`config.mk`:
```
export PLATFORM = sky130hd
export DESIGN_NAME = dacfe_dual
export DESIGN_NICKNAME = d
export VERILOG_FILES = /design/src/rtl/dacfe_pkg.sv /design/src/rtl/dacfe_sync.sv /design/src/rtl/dacfe_channel.sv /design/src/rtl/dacfe_dual.sv
export SDC_FILE = /design/constraint.sdc
export NUM_CORES = 1
export LEC_CHECK = 0
export BUFFER_PORTS_ARGS = -buffer_cell sky130_fd_sc_hd__buf_2
export CORE_MARGIN = 1
export CORE_UTILIZATION = 45
export DETAILED_ROUTE_END_ITERATION = 7
export HOLD_SLACK_MARGIN = 0.05
export PLACE_DENSITY = 0.73
export SYNTH_ARGS = -nofsm -noshare
export SYNTH_HDL_FRONTEND = slang
export SYNTH_SLANG_ARGS = --single-unit
```
`constraint.sdc`:
```
create_clock -name clk -period 1.9 [get_ports clk]
set_input_delay 0.38 -clock clk [delete_from_list [all_inputs] [get_ports clk]]
set_output_delay 0.38 -clock clk [all_outputs]
set_load 0.01 [all_outputs]
```
`src/rtl/dacfe_pkg.sv`:
```
package dacfe_pkg;
   // Select bit positions on the shared select lines (all active low)
   localparam int SEL_LO   = 0;
   localparam int SEL_HI   = 1;
   localparam int SEL_XFER = 2;
   localparam int SEL_W    = 3;

   typedef enum logic [1:0] {
      MODE_IDLE     = 2'd0,
      MODE_PARALLEL = 2'd1,
      MODE_SERIAL   = 2'd2
   } chan_mode_e;
endpackage

```
`src/rtl/dacfe_sync.sv`:
```
module dacfe_sync #(
   parameter int W = 1,
   parameter int STAGES = 2,
   parameter logic [W-1:0] RST_VAL = '0
) (
   input  logic         clk,
   input  logic         rst_n,
   input  logic [W-1:0] d,
   output logic [W-1:0] q
);
   logic [W-1:0] st [STAGES];

   always_ff @(posedge clk or negedge rst_n) begin
      if (!rst_n) begin
         for (int i = 0; i < STAGES; i++) st[i] <= RST_VAL;
      end else begin
         st[0] <= d;
         for (int i = 1; i < STAGES; i++) st[i] <= st[i-1];
      end
   end

   assign q = st[STAGES-1];
endmodule

```
`src/rtl/dacfe_channel.sv`:
```
module dacfe_channel
   import dacfe_pkg::*;
#(
   parameter int BYTE_W = 8,
   localparam int WORD_W = 2 * BYTE_W
) (
   input  logic              clk,
   input  logic              rst_n,
   input  logic              clr,
   input  logic [SEL_W-1:0]  sel_n,
   input  logic              cs_n,
   input  logic              wr_n,
   input  logic [BYTE_W-1:0] bus,
   output logic [WORD_W-1:0] word_q
);
   logic [BYTE_W-1:0] hi_q, lo_q, hi_n, lo_n;
   logic [WORD_W-1:0] shifted;
   logic              addressed, ser_sel, ser_arm_q, shift_now;
   chan_mode_e        mode;

   assign addressed = !cs_n && !wr_n;
   assign ser_sel   = !sel_n[SEL_LO] && !sel_n[SEL_HI];
   assign shift_now = ser_arm_q && wr_n;
   assign shifted   = {hi_q[BYTE_W-2:0], lo_q, bus[0]};

   always_comb begin
      if (!addressed)   mode = MODE_IDLE;
      else if (ser_sel) mode = MODE_SERIAL;
      else              mode = MODE_PARALLEL;
   end

   always_comb begin
      hi_n = hi_q;
      lo_n = lo_q;
      if (mode == MODE_PARALLEL) begin
         if (!sel_n[SEL_HI]) hi_n = bus;
         if (!sel_n[SEL_LO]) lo_n = bus;
      end
      if (shift_now) begin
         hi_n = shifted[WORD_W-1:BYTE_W];
         lo_n = shifted[BYTE_W-1:0];
      end
   end

   always_ff @(posedge clk or negedge rst_n) begin
      if (!rst_n) begin
         hi_q      <= '0;
         lo_q      <= '0;
         word_q    <= '0;
         ser_arm_q <= 1'b0;
      end else begin
         ser_arm_q <= (mode == MODE_SERIAL);
         if (clr) begin
            hi_q   <= '0;
            lo_q   <= '0;
            word_q <= '0;
         end else begin
            hi_q <= hi_n;
            lo_q <= lo_n;
            if (addressed && !sel_n[SEL_XFER]) word_q <= {hi_n, lo_n};
         end
      end
   end
endmodule

```
`src/rtl/dacfe_dual.sv`:
```
module dacfe_dual
   import dacfe_pkg::*;
#(
   parameter int NCH = 2,
   parameter int BYTE_W = 8,
   parameter int SYNC_STAGES = 2,
   localparam int WORD_W = 2 * BYTE_W,
   localparam int PIN_W = 1 + BYTE_W + SEL_W + 2 * NCH
) (
   input  logic                  clk,
   input  logic                  rst_n,
   input  logic                  clr_n_pin,
   input  logic [BYTE_W-1:0]     bus_pin,
   input  logic [SEL_W-1:0]      sel_n_pin,
   input  logic [NCH-1:0]        cs_n_pin,
   input  logic [NCH-1:0]        wr_n_pin,
   output logic [NCH*WORD_W-1:0] dac_words
);
   generate
      if (NCH < 1) begin : g_bad_nch
         $error("dacfe_dual: NCH must be at least 1");
      end
      if (BYTE_W < 2) begin : g_bad_byte
         $error("dacfe_dual: BYTE_W must be at least 2");
      end
      if (SYNC_STAGES < 2) begin : g_bad_sync
         $error("dacfe_dual: SYNC_STAGES must be at least 2");
      end
   endgenerate

   localparam logic [PIN_W-1:0] PIN_IDLE = {1'b1, {BYTE_W{1'b0}}, {SEL_W{1'b1}}, {2*NCH{1'b1}}};

   logic [PIN_W-1:0]  pins_raw, pins_s;
   logic              clr_n_s, clr_s;
   logic [BYTE_W-1:0] bus_s;
   logic [SEL_W-1:0]  sel_s;
   logic [NCH-1:0]    cs_s, wr_s;

   assign pins_raw = {clr_n_pin, bus_pin, sel_n_pin, cs_n_pin, wr_n_pin};

   dacfe_sync #(.W(PIN_W), .STAGES(SYNC_STAGES), .RST_VAL(PIN_IDLE)) u_sync (
      .clk(clk), .rst_n(rst_n), .d(pins_raw), .q(pins_s)
   );

   assign {clr_n_s, bus_s, sel_s, cs_s, wr_s} = pins_s;
   assign clr_s = !clr_n_s;

   for (genvar c = 0; c < NCH; c++) begin : g_ch
      dacfe_channel #(.BYTE_W(BYTE_W)) u_ch (
         .clk(clk), .rst_n(rst_n), .clr(clr_s), .sel_n(sel_s),
         .cs_n(cs_s[c]), .wr_n(wr_s[c]), .bus(bus_s),
         .word_q(dac_words[c*WORD_W +: WORD_W])
      );
   end
endmodule

```
# --- Yosys cells after proc, flatten, opt, wreduce, memory -nomap -nowiden ---
# Index checks and enable logic that the tools add are counted.
classes:
  n_eq_ne: 6
  n_reduce_logical: 14
  mux: 23
op_table:
  columns: ["op", "count"]
  rows:
  - ["8-bit 2-to-1 mux", 16]
  - ["16-bit 2-to-1 mux", 4]
  - ["1-bit logical AND", 7]
  - ["1-bit logical NOT", 7]
  - ["2-bit 2-to-1 mux", 3]
  - ["2-bit by 1-bit equality test with 1-bit output, second input constant", 2]
  - ["2-bit equality test, second input constant", 2]
  - ["2-bit by 1-bit inequality test with 1-bit output, second input constant", 2]
totals:
  wordCells: 53
  ff_bits: 98

# --- Depth between registers and ports, before layout ---
logic_depth:
  word_depth: 9
  ltp_mapped: 6
  mapped_depth_nobuf: 4

# --- Modules after synthesis ---
# Synthesis repeated with hierarchy kept, for this count alone.
hier_totals:
  cells_unflattened: 303
  hier_area_um2: 3937.5
modules_own_cells:
  columns: ["module", "cells_per_inst", "area_per_inst_um2", "n_inst"]
  rows:
  - ["dacfe_channel", 127, 1496.4, 2]
  - ["dacfe_sync", 48, 940.9, 1]
  - ["dacfe_dual", 1, 3.8, 1]

# --- Worst setup path before layout ---
# Ideal clock, no wire load.
synth_timing:
  path_kind: "register -> register"
  from: "register u_sync.st, in the netlist u_sync.q[4]"
  to: "register g_ch[1].u_ch.hi_q[0]"
  path_slack_ps: 513
  stages_incl_launch_ff: 5
  arrival_time_ps: 1250
  setup_ps: 137
  required_ps: 1763
  path_buffers: 1
  cell_sequence: "dfstp_2 > nor4b_2 > buf_6 > mux2i_1 > a21oi_1"
synth_between:
  elab_chain_cells: 8
synth_rtl:
  columns: ["element", "line", "rtl"]
  rows:
  - ["from (decl)", "dacfe_sync.sv:11", "logic [W-1:0] st [STAGES];"]
  - ["1-bit logical NOT", "dacfe_channel.sv:22", "assign ser_sel = !sel_n[SEL_LO] && !sel_n[SEL_HI];"]
  - ["1-bit logical AND", "dacfe_channel.sv:22", null]
  - ["2-bit 2-to-1 mux", "dacfe_channel.sv:28", "else if (ser_sel) mode = MODE_SERIAL;"]
  - ["2-bit 2-to-1 mux", "dacfe_channel.sv:27", "if (!addressed) mode = MODE_IDLE;"]
  - ["2-bit by 1-bit equality test with 1-bit output", "dacfe_channel.sv:35", "if (mode == MODE_PARALLEL) begin"]
  - ["8-bit 2-to-1 mux", "dacfe_channel.sv:35", null]
  - ["8-bit 2-to-1 mux", "dacfe_channel.sv:39", "if (shift_now) begin"]
  - ["8-bit 2-to-1 mux", "dacfe_channel.sv:53", "if (clr) begin"]
  - ["to (signal assigned)", "dacfe_channel.sv:58", "hi_q <= hi_n;"]
  - ["to (decl)", "dacfe_channel.sv:16", "logic [BYTE_W-1:0] hi_q, lo_q, hi_n, lo_n;"]
# Every way passes these cells.
# A chain may end at the register's enable or synchronous reset.

# --- Worst setup path in the final report ---
layout_timing:
  from: "register u_sync.st, in the netlist u_sync.q[5]"
  to: "register g_ch[1].u_ch.lo_q[6]"
layout_between:
  elab_chain_cells: 8
layout_rtl:
  columns: ["element", "line", "rtl"]
  rows:
  - ["1-bit logical NOT", "dacfe_channel.sv:22", null]
  - ["1-bit logical AND", "dacfe_channel.sv:22", null]
  - ["2-bit 2-to-1 mux", "dacfe_channel.sv:28", null]
  - ["2-bit 2-to-1 mux", "dacfe_channel.sv:27", null]
  - ["2-bit by 1-bit equality test with 1-bit output", "dacfe_channel.sv:35", null]
  - ["8-bit 2-to-1 mux", "dacfe_channel.sv:35", null]
  - ["8-bit 2-to-1 mux", "dacfe_channel.sv:39", null]
  - ["8-bit 2-to-1 mux", "dacfe_channel.sv:53", null]
  - ["to (signal assigned)", "dacfe_channel.sv:59", "lo_q <= lo_n;"]
  - ["to (decl)", "dacfe_channel.sv:16", null]
# Every way passes these cells.

==> impl_metrics.env <==
export IMPL_status="finished clean"
export IMPL_p_per_area_mw_per_mm2=943
export IMPL_tns_ps=0
export IMPL_drive_above_1_share=0.278
export IMPL_cp_arrival_ps=1800
export IMPL_clock_sinks=98
export IMPL_numCtsBuffers=9
export IMPL_core_mm2=0.00781
export IMPL_grt_pass1_vias=2318
export IMPL_crit_path_end_kind="register"
export IMPL_maxSlewHeadroom=0.630
export IMPL_netlist_area_mm2=0.00366
export IMPL_hold_violations=0
export IMPL_dr_first_iter_drc_count=126
export IMPL_vdd_drop_max_mv=0.652
export IMPL_vias_per_cell=5.23
export IMPL_multi_input_area_mm2=0.00108
export IMPL_synthDominantCellAreaShare=0.560
export IMPL_fill_cells=662
export IMPL_synth_cells=296
export IMPL_die_w_um=92.2
export IMPL_worst_setup_path_start_kind="register"
export IMPL_hpwl_um=4450
export IMPL_yosysMostFrequentCell="dfrtp_1"
export IMPL_worst_setup_path_type="reg2reg"
export IMPL_io_pins=50
export IMPL_crit_chain="nor4b_2 > buf_4 > mux2i_1 > a21oi_1"
export IMPL_clock_latency_ps=360
export IMPL_worstPathMaxFanout=8
export IMPL_rsz0062_at_grt="no"
export IMPL_crit_slowest_cell="dfstp_2"
export IMPL_period_needed_ps=1570
export IMPL_layout_nets=365
export IMPL_antenna_found_initial=0
export IMPL_cts_clk_slew_worst_paths_ps=90
export IMPL_wl_per_cell_um=15.0
export IMPL_grt_usage=0.181
export IMPL_critPathRequiredTime_ps=2130
export IMPL_ys_flop_type="dfrtp_1"
export IMPL_vias=2373
export IMPL_cts_tree="built"
export IMPL_finalSetupViolCount=0
export IMPL_p_leak_uw=0.00194
export IMPL_cap_violations=0
export IMPL_synthDistinctLibCells=18
export IMPL_tightest_slew_ps=554
export IMPL_gp_congestion=0.762
export IMPL_cts_buffer_depth=2
export IMPL_hp_class="in2reg"
export IMPL_synthTopCellsByArea="dfrtp_1 56%, dfstp_2 11%, mux2i_1 9.3%"
export IMPL_cts_hold_buf=1
export IMPL_fmax_ghz=0.638
export IMPL_n_antenna_cell=0
export IMPL_routed_wl_um=6810
export IMPL_die_area_mm2=0.00850
export IMPL_dpl_cell_area_mm2=0.00404
export IMPL_port_buffers=49
export IMPL_period_share=0.825
export IMPL_drc_errors=0
export IMPL_synth_largest_area_cell="dfrtp_1"
export IMPL_fin_area_mm2=0.00429
export IMPL_grt_start_max_net_pins=49
export IMPL_syn_nets=314
export IMPL_syn_avg_cell_area_um2=12.4
export IMPL_start_util=0.469
export IMPL_crit_path_max_incr_delay_ps=610
export IMPL_postCtsResizedCells=0
export IMPL_synth_commonest_cells="82 x dfrtp_1, 48 x a21oi_1, 44 x o21ai_0"
export IMPL_grt_pass1_wl_um=11600
export IMPL_cts_setup_buffers=0
export IMPL_drt_pass1_iterations=4
export IMPL_seq_area_mm2=0.00247
export IMPL_drv_slew=0
export IMPL_synth_edf_count=0
export IMPL_synth_seq_cells=98
export IMPL_synth_seq_area_share=0.675
export IMPL_grt_overflow_total=0
export IMPL_cts_max_level=3
export IMPL_syn_to_final_growth_pct=17.2
export IMPL_async_reset_ff_frac=1.00
export IMPL_ant_nets=0
export IMPL_cts_root_buf="clkbuf_8"
export IMPL_synth_warning_count=0
export IMPL_fin_skew_ps=8.50
export IMPL_rows=32
export IMPL_dieHeight_um=92.2
layout make-up:
cell class | instances | area share
repair buffers | 61 | 0.0851
clock buffers | 9 | 0.0289
clock inverters | 7 | 0.0274
multi-input cells | 177 | 0.253
well taps | 102 | 0.0297
flip-flops and latches | 98 | 0.576
state kept, by name (all words and copies together) (netlist names):
signal and cells:
g_ch.u_ch.hi_q 16, g_ch.u_ch.ser_arm_q 2, u_sync.q 16, u_sync.st 16
g_ch.u_ch.lo_q 16, g_ch.u_ch.word_q 32
worst max-delay path: cells and delay by family, from the launching register on:
kind                   cells  cell delay [ps]
buffers and inverters      1              230
DFF                        1              610
and+or+nand+nor            1              200
AOI/OAI and AO/OA          1              110
muxes                      1              290
layer usage:
metal	routed length [um]	GRT usage	part of all wire
met2	3130	0.269	0.46
met5	0	0	0
met1	3310	0.256	0.49
met3	288	0.0506	0.042
met4	80	0.0625	0.012
layout by cell type (no fill, tap or decap):
cell,instances
dfrtp_1,82
or2b_2,1
buf_2,48
bufinv_16,3
mux2i_1,34
a21oi_1,48
clkinv_2,1
clkbuf_8,9
o21ai_1,18
nand2_1,21
nor3_1,1
dfstp_2,16
nor4_1,2
nor4b_2,4
buf_4,10
buf_12,2
o21ai_0,44
dlygate4sd3_1,1
clkinvlp_4,3
nor2b_1,3
nor3_2,1
report_power, final:
group	internal (uW)	switching, uW	leakage [uW]	total [uW]
clock network	870	688	0.000111	1560
logic	96.6	153	0.000567	250
registers	2180	59.0	0.00126	2240
cell families after synthesis:
kind of cell	after synthesis	synth area share
and+or+nand+nor	33	0.0530
buffers and inverters	21	0.0284
DFF	98	0.675
muxes	34	0.0930
AOI/OAI and AO/OA	110	0.150
final timing paths:
kind,from,end,slack (ps),cells after the start
worst max-delay path,u_sync.q[5]$_DFF_PN1_,g_ch[1].u_ch.lo_q[6]$_DFF_PN0_,330,4
worst max register to register,u_sync.q[5]$_DFF_PN1_,g_ch[1].u_ch.lo_q[6]$_DFF_PN0_,330,4
min in group asynchronous,rst_n,g_ch[1].u_ch.word_q[0]$_DFFE_PN0P_,500,2
worst min-delay path,clr_n_pin,u_sync.st[31]$_DFF_PN1_,110,1
worst min register to register,u_sync.st[29]$_DFF_PN0_,u_sync.q[13]$_DFF_PN0_,350,0
max in group asynchronous,rst_n,u_sync.q[4]$_DFF_PN1_,780,3
through the flow:
step	utilization	hold WS (ps)	setup WS, ps	total power (uW)	std cells
finish	0.550	109	333	4050	454
floorplan	-	84.4	513	2390	296
CTS	0.550	90.6	334	4100	454
global placement	0.517	333	355	2520	437
global route	0.550	88.3	214	4200	454
detailed placement	0.517	335	350	2530	437
Note: power is estimated with default switching activity, not from simulation.
